### src/rtl/nvw_pkg.sv
package nvw_pkg;
  typedef enum logic {
    SPC_ARRAY = 1'b0,
    SPC_CTRL  = 1'b1
  } spc_e;
endpackage

### src/rtl/nvw_permit.sv
module nvw_permit (
  input  logic wel_i,
  input  logic wp_pin_i,
  input  logic wp_en_i,
  input  logic vpp_ok_i,
  output logic permit_o
);
  logic prot_relaxed;
  assign prot_relaxed = ~(wp_pin_i & wp_en_i);
  assign permit_o     = wel_i & prot_relaxed & vpp_ok_i;
endmodule

### src/rtl/nvw_latch.sv
module nvw_latch (
  input  logic clk_i,
  input  logic rst_ni,
  input  logic wr_i,
  input  logic val_i,
  output logic wel_o
);
  always_ff @(posedge clk_i or negedge rst_ni) begin
    if (!rst_ni)   wel_o <= 1'b0;
    else if (wr_i) wel_o <= val_i;
  end
endmodule

### src/rtl/nvw_timer.sv
module nvw_timer #(
  parameter int unsigned CYC_LEN = 1250000
) (
  input  logic clk_i,
  input  logic rst_ni,
  input  logic start_i,
  output logic busy_o,
  output logic last_o
);
  localparam int unsigned CNT_W = $clog2(CYC_LEN + 1);
  localparam logic [CNT_W-1:0] LAST = CNT_W'(CYC_LEN - 1);

  logic [CNT_W-1:0] cnt_q;

  always_ff @(posedge clk_i or negedge rst_ni) begin
    if (!rst_ni) begin
      busy_o <= 1'b0;
      cnt_q  <= '0;
    end else if (busy_o) begin
      if (cnt_q == LAST) busy_o <= 1'b0;
      else               cnt_q  <= cnt_q + 1'b1;
    end else if (start_i) begin
      busy_o <= 1'b1;
      cnt_q  <= '0;
    end
  end

  assign last_o = busy_o & (cnt_q == LAST);
endmodule

### src/rtl/nvw_hold.sv
module nvw_hold #(
  parameter int unsigned W = 8
) (
  input  logic         clk_i,
  input  logic         rst_ni,
  input  logic         ld_i,
  input  logic [W-1:0] d_i,
  output logic [W-1:0] q_o
);
  always_ff @(posedge clk_i or negedge rst_ni) begin
    if (!rst_ni)   q_o <= '0;
    else if (ld_i) q_o <= d_i;
  end
endmodule

### src/rtl/nvw_seq.sv
module nvw_seq #(
  parameter int unsigned PAGE_BYTES = 16,
  parameter int unsigned PAGE_AW    = 4,
  parameter int unsigned CYC_LEN    = 1250000
) (
  input  logic                    clk_i,
  input  logic                    rst_ni,
  input  logic                    commit_i,
  input  logic                    commit_latch_i,
  input  logic                    latch_val_i,
  input  logic                    commit_space_i,
  input  logic [PAGE_AW-1:0]      commit_page_i,
  input  logic [8*PAGE_BYTES-1:0] commit_data_i,
  input  logic [PAGE_BYTES-1:0]   commit_mask_i,
  input  logic                    wp_pin_i,
  input  logic                    wp_en_i,
  input  logic                    vpp_ok_i,
  output logic                    wel_o,
  output logic                    write_permit_o,
  output logic                    busy_o,
  output logic                    mem_we_o,
  output logic                    mem_space_o,
  output logic [PAGE_AW-1:0]      mem_page_o,
  output logic [8*PAGE_BYTES-1:0] mem_data_o,
  output logic [PAGE_BYTES-1:0]   mem_mask_o
);
  import nvw_pkg::*;

  localparam int unsigned DW = 8 * PAGE_BYTES;
  localparam int unsigned HW = 1 + PAGE_AW + DW + PAGE_BYTES;

  logic permit, start, latch_wr, idle_commit;
  spc_e space_in;

  assign space_in    = spc_e'(commit_space_i);
  assign idle_commit = commit_i & ~busy_o;
  assign latch_wr    = idle_commit & commit_latch_i;
  assign start       = idle_commit & ~commit_latch_i & permit;

  nvw_permit i_permit (
    .wel_i    (wel_o),
    .wp_pin_i (wp_pin_i),
    .wp_en_i  (wp_en_i),
    .vpp_ok_i (vpp_ok_i),
    .permit_o (permit)
  );

  nvw_latch i_latch (
    .clk_i  (clk_i),
    .rst_ni (rst_ni),
    .wr_i   (latch_wr),
    .val_i  (latch_val_i),
    .wel_o  (wel_o)
  );

  nvw_timer #(.CYC_LEN(CYC_LEN)) i_timer (
    .clk_i   (clk_i),
    .rst_ni  (rst_ni),
    .start_i (start),
    .busy_o  (busy_o),
    .last_o  (mem_we_o)
  );

  // payload captured with the accepted commit
  logic [HW-1:0] hold_d, hold_q;
  assign hold_d = {space_in, commit_page_i, commit_data_i, commit_mask_i};

  nvw_hold #(.W(HW)) i_hold (
    .clk_i  (clk_i),
    .rst_ni (rst_ni),
    .ld_i   (start),
    .d_i    (hold_d),
    .q_o    (hold_q)
  );

  assign {mem_space_o, mem_page_o, mem_data_o, mem_mask_o} = hold_q;
  assign write_permit_o = permit;
endmodule

### config.mk
export PLATFORM = sky130hd
export DESIGN_NAME = nvw_seq
export DESIGN_NICKNAME = d
export VERILOG_FILES = /design/src/rtl/nvw_pkg.sv /design/src/rtl/nvw_permit.sv /design/src/rtl/nvw_latch.sv /design/src/rtl/nvw_timer.sv /design/src/rtl/nvw_hold.sv /design/src/rtl/nvw_seq.sv
export SDC_FILE = /design/constraint.sdc
export NUM_CORES = 1
export LEC_CHECK = 0
export ABC_CLOCK_PERIOD_IN_PS = 2750
export BUFFER_PORTS_ARGS = -buffer_cell sky130_fd_sc_hd__buf_2
export CORE_MARGIN = 4
export CORE_UTILIZATION = 33
export CTS_CLUSTER_SIZE = 40
export DETAILED_ROUTE_END_ITERATION = 10
export GPL_TIMING_DRIVEN = 0
export PLACE_DENSITY = 0.67
export SYNTH_ARGS = -nofsm -noshare
export SYNTH_HDL_FRONTEND = slang
export SYNTH_SLANG_ARGS = --single-unit
### constraint.sdc
create_clock -name clk_i -period 2.75 [get_ports clk_i]
set_input_delay 0.825 -clock clk_i [delete_from_list [all_inputs] [get_ports clk_i]]
set_output_delay 0.825 -clock clk_i [all_outputs]
set_load 0.01 [all_outputs]
==> results_tabular.tex <==
\begin{tabular}{lr}
\hline
Metric & Value \\
\hline
\multicolumn{2}{l}{\textbf{Drt}} \\
First-pass iteration count of the detailed router & 4 \\
Number of vias after detailed routing & 6179 \\
Post-route antenna net violation count & 0 \\
DR DRC count & 0 \\
Routed length per placed instance & 15.1 um \\
Average vias per placed instance & 4.46 \\
Final routed wirelength across all metal layers & 20900 um \\
Iter 0 DRT Violations & 317 \\
\multicolumn{2}{l}{\textbf{Timing}} \\
Worst slew margin relative to its limit & 58.3\% \\
Crit share post-route & 109\% \\
Setup-failing EPs final & 1 \\
Hold Fails Final Rpt & 0 \\
Post-route worst setup slack & -236 ps \\
Max Slew Vio Count & 0 \\
Worst hold margin & 307 ps \\
Max frequency & 335 MHz \\
RSZ-0062 raised after global routing & true \\
Clock period minus final worst setup slack & 2990 ps \\
Worst clock skew & 15.7 ps \\
Actual slew at the worst max-slew pin & 626 ps \\
\multicolumn{2}{l}{\textbf{Power}} \\
Part of the power in the clock network & 48.1\% \\
Internal power & 3950 uW \\
Switching power & 1250 uW \\
Part of the power in registers & 48.7\% \\
Net switching fraction of the power & 24.0\% \\
Peak supply drop & 0.370 mV \\
Share of power burned in combinational logic & 3.3\% \\
Power density over the cells & 549 mW/mm2 \\
Leakage power total & 0.00575 uW \\
\multicolumn{2}{l}{\textbf{Place}} \\
Last weighted congestion value of the routability-driven placer & 0.829 \\
Dpl hpwl & 15400 um \\
Count of port buffers added during placement & 309 \\
Placed cell count & 1345 \\
\multicolumn{2}{l}{\textbf{Yosys}} \\
Warnings, synthesis & 0 \\
Fraction of the mapped netlist area in adder cells & 0.183\% \\
Basic-gate share of the synthesized area counting and, or, nand and nor cells & 29.8\% \\
Number of flops mapped to enable cells by yosys & 0 \\
Synth Area per Inst & 8.93 um2 \\
Compound-cell area share of the yosys netlist & 2.89\% \\
Share of synthesized flip-flops with an asynchronous set or reset & 100\% \\
Area fraction of the dominant cell type after synthesis & 63.0\% \\
Largest family of logic cells by synthesized area & simple AND/OR/NAND/NOR gates \\
Most frequent cell after synthesis & sky130\_fd\_sc\_hd\_\_nand2\_1 \\
Register area share after synthesis & 63.0\% \\
Most area-hungry cell type in the Yosys netlist & sky130\_fd\_sc\_hd\_\_dfrtp\_1 \\
Number of synthesized register bits & 172 \\
Proportion of synthesized area in mux cells & 0.476\% \\
Synthesized Nets & 923 \\
Main flop type after synthesis & sky130\_fd\_sc\_hd\_\_dfrtp\_1 \\
Synth Area in XOR/XNOR & 0.898\% \\
Synth Cell Area & 0.00683 mm2 \\
Most common library cells after synthesis & 458 x sky130\_fd\_sc\_hd\_\_nand2\_1, 172 x sky130\_fd\_sc\_hd\_\_dfrtp\_1, 33 x sky130\_fd\_sc\_hd\_\_clkbuf\_1 \\
Unique cell type count in the Yosys netlist & 38 \\
Number of cells produced by synthesis & 765 \\
Leading cell types by total area after synthesis & sky130\_fd\_sc\_hd\_\_dfrtp\_1 63\%, sky130\_fd\_sc\_hd\_\_nand2\_1 25\%, sky130\_fd\_sc\_hd\_\_clkbuf\_1 1.8\%, sky130\_fd\_sc\_hd\_\_nand3\_1 1.0\%, sky130\_fd\_sc\_hd\_\_a22o\_1 0.64\% \\
\multicolumn{2}{l}{\textbf{Global routing}} \\
Maximum number of pins on one net before global-route repair & 119 \\
Number of global-route vias before repair & 6378 \\
Global-route wire length before repair & 33900 um \\
Antenna violations before repair & 4 \\
Global route total overflow & 0 \\
Total global-route track usage & 18.1\% \\
\multicolumn{2}{l}{\textbf{CTS}} \\
Deepest level of the CTS H-tree & 4 \\
Clk Latency, worst-skew pair & 430 ps \\
Clock slew at the register clock pins of the worst setup and hold paths & 70 ps \\
CTS Buf Count & 17 \\
Clock Path Buffers & 2 \\
Root Driver & sky130\_fd\_sc\_hd\_\_clkbuf\_16 \\
CTS sink cnt & 172 \\
CTS tree & built \\
CTS Hold Buffers Added & 0 \\
\multicolumn{2}{l}{\textbf{Layout}} \\
Net count, final & 1258 \\
Post-route non-filler standard cell count & 1384 \\
Area added between synthesis and finish & 38.7\% \\
Final core occ & 46.6\% \\
Share of cells above drive strength 1 & 33.2\% \\
Layout fillers & 2028 \\
\multicolumn{2}{l}{\textbf{Setup path}} \\
Sequence of cells on the critical path & or4b\_1 > or4\_4 > nor2\_4 > and2\_4 > buf\_6 \\
CP max stage cell & sky130\_fd\_sc\_hd\_\_or4b\_1 \\
Critical path capture point type & primary output \\
Sum of buffers and inverters on the critical path & 1 \\
Maximum fanout along the worst path & 2 \\
Delay-heaviest family, CP & simple AND/OR/NAND/NOR gates \\
Arrival @ worst endpoint & 2160 ps \\
Critical path startpoint category & flip-flop \\
Critical path's largest stage delay & 530 ps \\
WS Path Type & reg2out \\
Required time of the critical path & 1930 ps \\
\multicolumn{2}{l}{\textbf{Die}} \\
Vert. Die Dim & 152 um \\
DIE AREA & 0.0231 mm2 \\
Number of rows created at floorplan & 52 \\
IO Pins & 310 \\
Area of the placeable core & 0.0203 mm2 \\
Die Wd & 152 um \\
Effective utilization at floorplan & 33.6\% \\
\multicolumn{2}{l}{\textbf{Run status}} \\
Violations in the final reports & setup timing \\
Outcome & finished, violations left \\
\multicolumn{2}{l}{\textbf{Hold path}} \\
Hold Crit Class & in2async \\
\multicolumn{2}{l}{\textbf{Job}} \\
Number of maximum-capacitance violations & 0 \\
\hline
\end{tabular}
registers in the layout, indices dropped and copies added (netlist names):
register and flops:
i_timer.busy_o 1, i_timer.cnt_q 21, i_hold.q_o 149, i_latch.wel_o 1
power by group through the flow:
stage	Combinational, uW	Clock, uW	Sequential [uW]
3_3_place_gp	166	0	2580
2_1_floorplan	3.80	0	2580
5_1_grt	192	2700	2530
6_report	169	2500	2530
3_5_place_dp	173	0	2580
4_1_cts	174	2570	2530
repair_timing:
action	4_1_cts	5_1_grt
gates resized for setup	8	14
endpoints found under the setup margin	65	19
pin swaps	3	0
setup buffers	7	0
cell usage in the layout, fill, tap and decap left out, drive strengths merged, types with 6 or more instances in the layout:
cell / n
nand2: 458
buf: 324
dfrtp: 172
clkbuf: 49
nand3: 14
inv: 12
nor2: 8
o21ai: 7
nor3: 6
worst paths after layout:
kind / endpoint / start / depth (start not counted) / slack [ps]
setup reg to reg: i_hold.q_o[10] / i_timer.busy_o / 7 / 280
min in group clk_i: i_hold.q_o[117] / i_hold.q_o[117] / 2 / 470
hold reg to reg: i_hold.q_o[117] / i_hold.q_o[117] / 2 / 470
max in group asynchronous: i_hold.q_o[17] / rst_ni / 2 / 1480
setup / recovery: mem_we_o / i_timer.cnt_q[14] / 5 / -240
hold / removal: i_hold.q_o[114] / rst_ni / 1 / 310
logic make-up after synthesis:
group	Yosys count
XOR/XNOR	7
buffers and inverters	44
multiplexers	3
flip-flops	172
AND/OR/NAND/NOR	513
AO/OA/AOI/OAI	25
adder cells (fa/ha/maj)	1
routing by layer:
metal	vias to the layer above	part of all wire [%]	GRT usage, %
li1	3052	-	-
met1	2904	41	21.9
met2	186	50	30.8
met3	31	7.1	5.92
met4	6	2.0	5.69
met5	-	0.16	0
final cells by class:
cell class / count / area (um2) / area share [%]
Buffer: 38 / 168 / 1.77
Timing Repair Buffer: 317 / 1640 / 17.3
Inverter: 5 / 21.3 / 0.225
Sequential cell: 172 / 4300 / 45.5
Clock inverter: 14 / 174 / 1.84
Antenna cell: 1 / 2.50 / 0.0264
Multi-Input combinational cell: 549 / 2380 / 25.1
Clock buffer: 18 / 439 / 4.64
Tap cell: 270 / 338 / 3.57
per-stage QoR:
step | setup TNS, ps | cell area, um2 | setup slack, ps | power, uW
after global routing | -282 | 9470 | -282 | 5420
after floorplan | 0 | 6830 | 190 | 2580
after CTS | -247 | 9430 | -247 | 5270
final | -236 | 9470 | -236 | 5190
after global placement | -393700 | 8710 | -2020 | 2740
after detailed placement | -53730 | 8750 | -749 | 2750
Power figures use the tool's default switching activity.
